File: config.mk
export PLATFORM = sky130hd
export DESIGN_NAME = impl_window_check
export DESIGN_NICKNAME = d
export VERILOG_FILES = /design/src/rtl/impl_window_check.sv
export SDC_FILE = /design/constraint.sdc
export NUM_CORES = 1
export LEC_CHECK = 0
export ABC_AREA = 1
export BUFFER_PORTS_ARGS = -buffer_cell sky130_fd_sc_hd__buf_2
export CORE_ASPECT_RATIO = 0.7
export CORE_MARGIN = 2
export CORE_UTILIZATION = 40
export CTS_BUF_LIST = sky130_fd_sc_hd__clkbuf_4 sky130_fd_sc_hd__clkbuf_8 sky130_fd_sc_hd__clkbuf_16
export CTS_CLUSTER_SIZE = 28
export DETAILED_ROUTE_END_ITERATION = 8
export PLACE_DENSITY = 0.68
export SETUP_SLACK_MARGIN = 0.1
export SLEW_MARGIN = 20
export SYNTH_ARGS = -nofsm -noshare
export SYNTH_HDL_FRONTEND = slang
export SYNTH_SLANG_ARGS = --single-unit
File: constraint.sdc
create_clock -name clk -period 8.8 [get_ports clk]
set_input_delay 2.64 -clock clk [delete_from_list [all_inputs] [get_ports clk]]
set_output_delay 2.64 -clock clk [all_outputs]
set_load 0.02 [all_outputs]
File: src/rtl/impl_window_check.sv
module impl_window_check #(
  parameter int MIN_DLY        = 2,
  parameter int MAX_DLY        = 4,
  parameter int DEPTH          = 3,
  parameter int SEVERITY       = 2,
  parameter int RST_ACTIVE_LOW = 0,
  parameter int RST_SYNC       = 1,
  parameter int FALL_EDGE      = 0
) (
  input  logic       clk,
  input  logic       rst,
  input  logic [2:0] mode,
  input  logic       ante,
  input  logic       cons,
  output logic       fire,
  output logic [1:0] severity,
  output logic       restart_rpt,
  output logic       overflow
);
  localparam int AW = $clog2(MAX_DLY + 1);
  localparam int CW = $clog2(DEPTH + 1);
  localparam logic [1:0] SEV2 = SEVERITY[1:0];

  logic          ck, rst_on;
  logic [AW-1:0] age   [DEPTH];
  logic [AW-1:0] age_n [DEPTH];
  logic [CW-1:0] cnt, cnt_n;
  logic          fire_q, rpt_q, ovf_q;
  logic          fire_n, rpt_n, ovf_n;
  logic          is_ovl, is_pipe, is_multi, is_nr, is_rr, is_rs;
  logic          accept, new_sat, push;
  int            nq, cpop, npop, rem;

  assign ck     = (FALL_EDGE != 0) ? ~clk : clk;
  assign rst_on = (RST_ACTIVE_LOW != 0) ? ~rst : rst;

  assign is_ovl   = (mode == 3'd3);
  assign is_pipe  = (mode == 3'd4);
  assign is_multi = is_ovl | is_pipe;
  assign is_nr    = (mode == 3'd1);
  assign is_rr    = (mode == 3'd2);
  assign is_rs    = ~(is_multi | is_nr | is_rr);

  always_comb begin
    nq = 0;
    for (int i = 0; i < DEPTH; i++)
      if (i < int'(cnt) && int'(age[i]) >= MIN_DLY) nq = nq + 1;
    cpop   = 0;
    fire_n = 1'b0;
    if (is_rs && ante) begin
      npop = int'(cnt);
    end else begin
      if (cons) cpop = is_ovl ? nq : ((cnt != '0 && int'(age[0]) >= MIN_DLY) ? 1 : 0);
      npop = cpop;
      if (cpop == 0 && cnt != '0 && int'(age[0]) == MAX_DLY) begin
        fire_n = 1'b1;
        npop   = 1;
      end
    end
    accept  = ante && (is_multi ? (int'(cnt) < DEPTH) : (is_rs || cnt == '0));
    new_sat = cons && (MIN_DLY == 0) && !(is_pipe && cpop != 0);
    push    = accept && !new_sat;
    ovf_n   = ante && is_multi && (int'(cnt) == DEPTH);
    rpt_n   = ante && is_rr && (cnt != '0);
    rem     = int'(cnt) - npop;

    age_n = age;
    for (int s = 0; s < DEPTH; s++) begin
      if (s < npop) begin
        for (int i = 0; i < DEPTH - 1; i++) age_n[i] = age_n[i+1];
        age_n[DEPTH-1] = '0;
      end
    end
    for (int i = 0; i < DEPTH; i++) begin
      if (i < rem)                   age_n[i] = age_n[i] + AW'(1);
      else if (push && i == rem)     age_n[i] = AW'(1);
      else                           age_n[i] = '0;
    end
    cnt_n = CW'(rem + (push ? 1 : 0));
  end

  generate
    if (RST_SYNC != 0) begin : g_sync
      always_ff @(posedge ck) begin
        if (rst_on) begin
          age <= '{default: '0}; cnt <= '0;
          fire_q <= 1'b0; rpt_q <= 1'b0; ovf_q <= 1'b0;
        end else begin
          age <= age_n; cnt <= cnt_n;
          fire_q <= fire_n; rpt_q <= rpt_n; ovf_q <= ovf_n;
        end
      end
    end else begin : g_async
      always_ff @(posedge ck or posedge rst_on) begin
        if (rst_on) begin
          age <= '{default: '0}; cnt <= '0;
          fire_q <= 1'b0; rpt_q <= 1'b0; ovf_q <= 1'b0;
        end else begin
          age <= age_n; cnt <= cnt_n;
          fire_q <= fire_n; rpt_q <= rpt_n; ovf_q <= ovf_n;
        end
      end
    end
  endgenerate

  assign fire        = fire_q;
  assign severity    = fire_q ? SEV2 : 2'b00;
  assign restart_rpt = rpt_q;
  assign overflow    = ovf_q;

  p_cnt_bound_r10: assert property (@(posedge ck) disable iff (rst_on)
    int'(cnt) <= DEPTH);
  p_ovf_cause_r10: assert property (@(posedge ck) disable iff (rst_on)
    overflow |-> ($past(ante) && $past(is_multi)));
  p_rpt_cause_r7: assert property (@(posedge ck) disable iff (rst_on)
    restart_rpt |-> ($past(ante) && $past(mode) == 3'd2 && $past(cnt) != '0));
  p_fire_pending_r2: assert property (@(posedge ck) disable iff (rst_on)
    fire |-> ($past(cnt) != '0));
  p_restart_r5: assert property (@(posedge ck) disable iff (rst_on)
    (MIN_DLY != 0 && is_rs && ante) |=> (cnt == CW'(1)));
endmodule

Word level (Yosys, flattened, before mapping) --
Cells that the tools add are included.
Word-level totals: register bits 14, word-level logic and storage cells 82, input bits 7, output and inout bits 5
Cells by class: equality and inequality tests 8, magnitude comparators 13, mux-type cells 22, bitwise gates (word level) 4, add/subtract/negate cells 7, reductions and logical operators 21
Operator list (count):
- 32-bit 2-to-1 mux | 7
- 32-bit by 2-bit adder with 32-bit output, second input constant | 2
- 32-bit zero test | 2
- 1-bit by 32-bit < comparator with 1-bit output, first input constant | 2
- 2-bit by 32-bit < comparator with 1-bit output, first input constant | 2
- 3-bit by 32-bit < comparator with 1-bit output, first input constant | 2
- 2-bit by 32-bit == test with 1-bit output, first input constant | 1
- 3-bit by 32-bit == test with 1-bit output, first input constant | 1
- 3-bit by 32-bit subtractor with 32-bit output | 1
- 9-bit 2-to-1 mux | 3
- 1-bit logical AND | 15
- 3-bit by 1-bit adder with 3-bit output, second input constant | 3
- 3-bit by 2-bit greater-or-equal comparator with 1-bit output, second input constant | 3
- 3-bit 2-to-1 mux | 3
- 1-bit 2-to-1 mux | 8
- 3-bit by 2-bit == test with 1-bit output, second input constant | 2
- 3-bit == test, second input constant | 2
- 1-bit by 2-bit < comparator with 1-bit output, first input constant | 2
- 3-bit by 1-bit == test with 1-bit output, second input constant | 1
- 1-bit bitwise OR | 3
- 2-bit adder | 1
- 2-bit by 1-bit == test with 1-bit output, second input constant | 1
- 2-bit zero test | 1
- 2-bit < comparator, first input constant | 1
- 6 further kinds | 6

Depth between registers and ports, before layout --
Gate-level depths: netlist of run 1.
depth after elaboration 21, mapped depth 24, mapped depth without buffers 24

Worst setup path after synthesis of run 1 --
Ideal clock, no wire load.
path type input to register, start input port mode[2], end register age[8] (netlist name), required time 8685 ps, buffers on the path 0, arrival 4808 ps, setup time 115 ps, slack 3877 ps, cell stages on the path 18, cell sequence inv_1 nand3_1 nor2_1 nand3_1 nand2_2 nand3_4 nand2_4 inv_2 ha_1 fa_1 inv_1 ha_1 nor2_1 nand3_1 o21ai_2 inv_1 nand3_1 nor2_1
On the way: cells in the longest elaborated chain, start to end 15, elaborated cells between the ends (all ways) 27
Ends and longest elaborated chain:
- from (decl) | RTL line 12 | input logic [2:0] mode,
- 3-bit by 2-bit == test with 1-bit output | RTL line 37 | assign is_ovl = (mode == 3'd3);
- 32-bit 2-to-1 mux (2 in series) | RTL line 53 | if (cons) cpop = is_ovl ? nq : ((cnt != '0 && int'(age[0]) >= MIN_DLY) ? 1 : 0);
- 32-bit 2-to-1 mux | RTL line 50 | if (is_rs && ante) begin
- 32-bit zero test | RTL line 55 | if (cpop == 0 && cnt != '0 && int'(age[0]) == MAX_DLY) begin
- 1-bit logical AND (2 in series) | RTL line 55
- 32-bit 2-to-1 mux | RTL line 55
- 32-bit 2-to-1 mux (*) | RTL line 50
- branches (longest 5 deep; another with 3-bit by 32-bit subtractor with 32-bit output)
- 3-bit 2-to-1 mux (*) | RTL line 75 | if (i < rem) age_n[i] = age_n[i] + AW'(1);
- to (signal assigned) | RTL line 89 | age <= age_n; cnt <= cnt_n;
- to (decl) | RTL line 25 | logic [AW-1:0] age [DEPTH];
Mark *: on every way between the ends. The select of a mux whose other input is x is not followed. A chain may end at the register's enable or synchronous reset.

Worst setup path in the final report of run 1 --
Ends and elaborated chain as after synthesis.

==> flow_metrics.tcl, run 1 <==
set metrics [dict create \
    cp_slowest_cell "fa_1" \
    numCtsBuffers 3 \
    drtIter0Drc 68 \
    grt_pass1_vias 950 \
    slew_viol_final 0 \
    synthTopCellsByArea "dfxtp_1 (23%), inv_1 (12%), ha_1 (9.4%), nand3_1 (8.3%), nand2_1 (8.1%)" \
    power_frac_seq_pct 24.6 \
    reg2reg_to "age[8]$_SDFF_PP0_" \
    htreeDepth 1 \
    ys_warn_count 0 \
    dr.pass1.iters 4 \
    multi_input_area_sq_um 753 \
    avgSynthCellArea_sq_um 6.72 \
    crit_path_max_incr_delay_ps 360 \
    core_area_sq_mm 0.00282 \
    num_rows 16 \
    cts_setup_buffers 0 \
    cp_common_cell "nand3_1" \
    n_antenna_cell 0 \
    grt_pass1_wl_mm 4.42 \
    period_needed_ps 5020 \
    vdd_ir_drop_max_mv 0.153 \
    viasPerCell 4.89 \
    rrSetupSlack_ps 5390 \
    r2r-start "cnt[1]$_SDFF_PP0_" \
    fillers 278 \
    worstSetupPathType "in -> reg" \
    num_vias 1109 \
    cts_tree "built" \
    regArea_sq_um 280 \
    hold_class "reg -> reg" \
    cts-root-buf "clkbuf_8" \
    cts_sinks 14 \
    io_pins 12 \
    cts_buffer_depth 2 \
    final_nets 209 \
    path_buf_inv 5 \
    clk_latency_ps 250 \
    synth_top_area_cell "dfxtp_1" \
    die_y_microns 49.9 \
    rsz0062_at_grt "false" \
    die_area_sq_mm 0.00347 \
    synth_area_sq_mm 0.00120 \
    path_cells "buf_2 > inv_1 > nand3_1 > nor2_1 > nand3_1 > nand2_2 > nand3_4 > nand2_4 > inv_2 > ha_1 > fa_1 > inv_1 > ha_1 > nor2_1 > nand3_1 > o21ai_2 > inv_1 > nand3_1 > nor2_1" \
    grt_start_max_net_pins 10 \
    path_delay_family "simple AND/OR/NAND/NOR gates" \
    place_inst 223 \
    path_clk_slew_ps 60 \
    wire_per_inst_microns 11.1 \
    p_int_uw 201 \
    port_buffers 10 \
    drt-total-wl_mm 2.52 \
    hold_buffers 0 \
    finalNonFillerCells 227 \
    startpoint "mode[2]" \
    arrival_ps 5160 \
    globalRoute.totalOverflow 0 \
    antenna_found_initial 0 \
    ctsResizeCount 0 \
    powerDensity_mw_per_mm2 287 \
    critPathLaunchType "primary input" \
    power.switching_uw 183 \
    yosys_register_bits 14 \
    ant_nets 0 \
    area_delta_synth_final_pct 11.2 \
    swShare_pct 47.6 \
    clkPwrFrac_pct 16.8 \
    setup_tns_ps 0 \
    hold_viol 0 \
    synth.net_count 196 \
    cp_data_required_time_ps 8940 \
    gp_congestion 0.905 \
    start_util_pct 42.6 \
    pwr-share-comb_pct 58.6 \
    cap_violations 0 \
    fmax_ghz 0.199 \
    synth_top_area_share_pct 23.3 \
    drive_gt1_share_pct 21.5 \
    fin_skew_ps 3.32 \
    grt_usage_pct 16.4 \
    finish.utilization_pct 47.4 \
    crit_end "age[8]$_SDFF_PP0_" \
    end_kind "flip-flop" \
    reg2reg_depth 24 \
    status "completed" \
    die_x_microns 69.5 \
    worst-path-max-fanout 8 \
    seq_area_frac_synth_pct 23.3 \
    p_leak_uw 0.000687 \
    drc 0 \
    period_share_pct 57.0 \
    netlist_instances 179 \
    ys_types 32 \
    holdWs_ps 586 \
    setup_violations 0 \
    hpwl_mm 2.10 \
    cp.depth 19 \
]
power by group through the flow:
stage                     registers (uW)  clock network [uW]  logic (uW)
after floorplan                     92.2                   0         180
after global placement              96.5                   0         223
after detailed placement            95.7                   0         220
after CTS                           94.5                65.7         222
after global routing                96.7                68.8         256
final                               94.5                64.4         225
registers in the layout (all words and copies together), names as in the netlist:
| name | flops |
|---|---|
| restart_rpt | 1 |
| overflow | 1 |
| fire | 1 |
| age | 9 |
| cnt | 2 |
layout by cell type, fill, tap and decap left out:
cell type | netlist | layout
nand4_1 | 4 | 4
nor3_1 | 2 | 2
nor3_2 | 1 | 1
o21ai_0 | 3 | 3
fa_1 | 1 | 1
dfxtp_1 | 14 | 14
a21oi_1 | 9 | 9
conb_1 | 1 | 1
clkinv_2 | 1 | 1
nand3_2 | 2 | 2
or2_1 | 1 | 1
xnor2_1 | 1 | 1
inv_4 | 1 | 1
clkbuf_8 | 0 | 4
o22ai_1 | 1 | 1
nand3_1 | 20 | 20
o211ai_1 | 1 | 1
ha_1 | 9 | 9
inv_1 | 37 | 37
nor3b_1 | 1 | 1
nand2_4 | 2 | 2
nand2_1 | 26 | 26
buf_2 | 0 | 10
nand4_2 | 1 | 1
nor4_1 | 1 | 1
nor2_1 | 18 | 18
or2_2 | 1 | 1
nor2_2 | 2 | 2
nand2_2 | 6 | 6
inv_2 | 1 | 1
nand3_4 | 1 | 1
nor2_4 | 2 | 2
o21ai_2 | 6 | 6
through the flow:
stage | area, sq um | power, uW | setup WS (ps)
6_report | 1340 | 384 | 3780
5_1_grt | 1340 | 421 | 3440
4_1_cts | 1340 | 382 | 3780
3_5_place_dp | 1280 | 316 | 3530
3_3_place_gp | 1280 | 319 | 3540
2_1_floorplan | 1200 | 272 | 3880
worst min path at each step:
stage	from	cells after the start	slack (ps)	to
2_1_floorplan	cnt[0]$_SDFF_PP0_	3	530	overflow$_SDFF_PP0_
3_3_place_gp	cnt[0]$_SDFF_PP0_	3	560	overflow$_SDFF_PP0_
3_5_place_dp	cnt[0]$_SDFF_PP0_	3	580	overflow$_SDFF_PP0_
4_1_cts	cnt[0]$_SDFF_PP0_	3	590	overflow$_SDFF_PP0_
5_1_grt	cnt[0]$_SDFF_PP0_	3	640	overflow$_SDFF_PP0_
6_report	cnt[0]$_SDFF_PP0_	3	590	overflow$_SDFF_PP0_
cells in the mapped netlist (all sizes together):
library cell,count
inv,39
nand2,34
nand3,23
nor2,22
dfxtp,14
a21oi,9
ha,9
o21ai,9
nand4,5
nor3,3
buf,2
or2,2
clkinv,1
conb,1
fa,1
nor3b,1
nor4,1
o211ai,1
o22ai,1
xnor2,1
layout make-up:
| cell class | instances | share of cell area, % |
|---|---|---|
| inverters | 40 | 11.5 |
| well taps | 36 | 3.37 |
| multi-input cells | 123 | 56.3 |
| clock buffers | 4 | 4.12 |
| flip-flops and latches | 14 | 21.0 |
| repair buffers | 10 | 3.74 |
cell families after synthesis:
group / after synthesis / synth area share, %
flip-flops: 14 / 23.3
other: 1 / 0.312
adder cells (fa/ha/maj): 10 / 11.0
XOR/XNOR: 1 / 0.729
AO/OA/AOI/OAI: 20 / 10.5
AND/OR/NAND/NOR: 91 / 40.1
buffers and inverters: 42 / 14.0
worst register-to-register path: stages (launching register included):
cell and delay, ps:
dfxtp_1 400, inv_1 130, nand2_2 120, o21ai_2 90, inv_1 60, ha_1 210, nand2_1 70, inv_1 60
nand2_2 50, nor2_2 170, nor2_1 70, nand2_2 80, nand3_4 90, nand2_4 120, inv_2 90, ha_1 210
fa_1 360, inv_1 60, ha_1 210, nor2_1 160, nand3_1 140, o21ai_2 160, inv_1 70, nand3_1 80
nor2_1 40
per-layer routing:
metal / track usage [%] / wire length [microns] / vias to the layer above
met2: 22.4 / 950 / 37
met5: 0 / 0 / -
li1: - / - / 599
met3: 4.91 / 215 / 5
met4: 4.90 / 34 / 0
met1: 24.3 / 1320 / 468
Power figures use the tool's default switching activity.
==> run 2: changes to the inputs <==
PLACE_DENSITY = 0.7   (was 0.68)
clock period = 4.5 ns   (was 8.8 ns; I/O delays follow)
==> flow_metrics.tcl, run 2 (synthesis results as in run 1) <==
set metrics [dict create \
    grt_pass1_wl_mm 4.35 \
    die_x_microns 69.5 \
    worstSetupPathType "in -> reg" \
    clk_latency_ps 250 \
    ant_nets 0 \
    cts_setup_buffers 0 \
    grt_usage_pct 16.0 \
    htreeDepth 1 \
    n_antenna_cell 0 \
    drive_gt1_share_pct 21.1 \
    powerDensity_mw_per_mm2 551 \
    cts_buffer_depth 2 \
    io_pins 12 \
    wire_per_inst_microns 11.2 \
    period_needed_ps 3830 \
    viasPerCell 4.86 \
    final_nets 209 \
    fin_skew_ps 1.65 \
    vdd_ir_drop_max_mv 0.380 \
    start_util_pct 42.6 \
    design_area_sq_mm 0.00132 \
    drt-total-wl_mm 2.53 \
    gp_congestion 0.845 \
    num_vias 1098 \
    hold_buffers 0 \
    drc 0 \
    hold_viol 0 \
    largest_register_ffs 9 \
    arrival_ps 3970 \
    layout_commonest_cell "inv_1" \
    slew_viol_final 0 \
    worst-path-max-fanout 8 \
    numCtsBuffers 3 \
    die_area_sq_mm 0.00347 \
    globalRoute.totalOverflow 0 \
    num_rows 16 \
    end_kind "flip-flop" \
    drtIter0Drc 51 \
    placed_cell_area_sq_mm 0.00128 \
    cp_data_required_time_ps 4640 \
    p_leak_uw 0.000679 \
    layout_common_cells "inv_1 (37), nand2_1 (26), nand3_1 (20)" \
    grt_start_max_net_pins 10 \
    cts_sinks 14 \
    fmax_ghz 0.261 \
    critPathLaunchType "primary input" \
    setup_tns_ps 0 \
    period_share_pct 85.1 \
    grt_pass1_vias 1027 \
    cts-root-buf "clkbuf_8" \
    ctsResizeCount 0 \
    cap_violations 0 \
    dr.pass1.iters 4 \
    die_y_microns 49.9 \
    core_area_sq_mm 0.00282 \
    cts_tree "built" \
    hpwl_mm 2.11 \
    setup_violations 0 \
    reg_top3 "age: 9 flops, cnt: 2 flops" \
    status "completed" \
    rsz0062_at_grt "false" \
    largest_register "age" \
    path_clk_slew_ps 60 \
    hold_class "reg -> reg" \
    area_delta_synth_final_pct 10.1 \
    antenna_found_initial 0 \
    fillers 284 \
    port_buffers 10 \
]
[run 2: cell types whose count changed in the layout (fill, tap and decap cells not counted), sizes merged]
cell    before  now
clkbuf       4    3
[run 2: routing by layer]
layer	wire length [microns]	share of wire (%)	global-route usage, %	up-vias
met2	1020	40	24.5	30
li1	-	-	-	590
met1	1310	52	22.4	474
met4	23	0.91	2.94	0
met3	174	6.9	5.11	4
met5	0	0	0	-
[run 2: final cells by class]
type / instances / area, sq um / area share (%)
Clock buffer: 3 / 41.3 / 3.12
Inverter: 40 / 154 / 11.6
Multi-Input combinational cell: 123 / 753 / 56.9
Sequential cell: 14 / 280 / 21.2
Tap cell: 36 / 45.0 / 3.40
Timing Repair Buffer: 10 / 50.0 / 3.78
[run 2: report_power, final]
group	switching (uW)	internal (uW)	leakage (uW)
sequential	25.6	159	0.000114
clock	45.1	59.3	0.0000216
combinational	284	156	0.000543
[run 2: per-stage QoR]
| stage | hold slack, ps | setup slack, ps | cells | util [%] | power (uW) |
|---|---|---|---|---|---|
| CTS | 571 | 701 | 226 | 46.9 | 729 |
| global placement | 560 | 457 | 223 | 45.4 | 617 |
| finish | 567 | 671 | 226 | 46.9 | 729 |
| global route | 602 | 438 | 226 | 46.9 | 805 |
| detailed placement | 561 | 436 | 223 | 45.4 | 618 |
| floorplan | 534 | 867 | 179 | - | 532 |
[run 2: path summary, 6_finish.rpt]
path	to	slack (ps)	cells past startpoint	start
worst max-delay path	age[6]$_SDFF_PP0_	670	19	mode[2]
worst min-delay path	overflow$_SDFF_PP0_	570	3	cnt[0]$_SDFF_PP0_
worst max register to register	age[6]$_SDFF_PP0_	980	22	cnt[1]$_SDFF_PP0_
worst min register to register	overflow$_SDFF_PP0_	570	3	cnt[0]$_SDFF_PP0_
[run 2: critical path, stage by stage]
cell and delay [ps]:
buf_2 130, inv_1 90, nand3_1 120, nor2_1 140, nand3_1 140, nand2_2 130, nand3_4 90, nand2_4 130
inv_2 90, ha_1 210, fa_1 360, inv_1 60, ha_1 220, nor2_1 160, nand3_1 150, o21ai_2 170
inv_1 70, nand2_1 90, a21oi_1 60
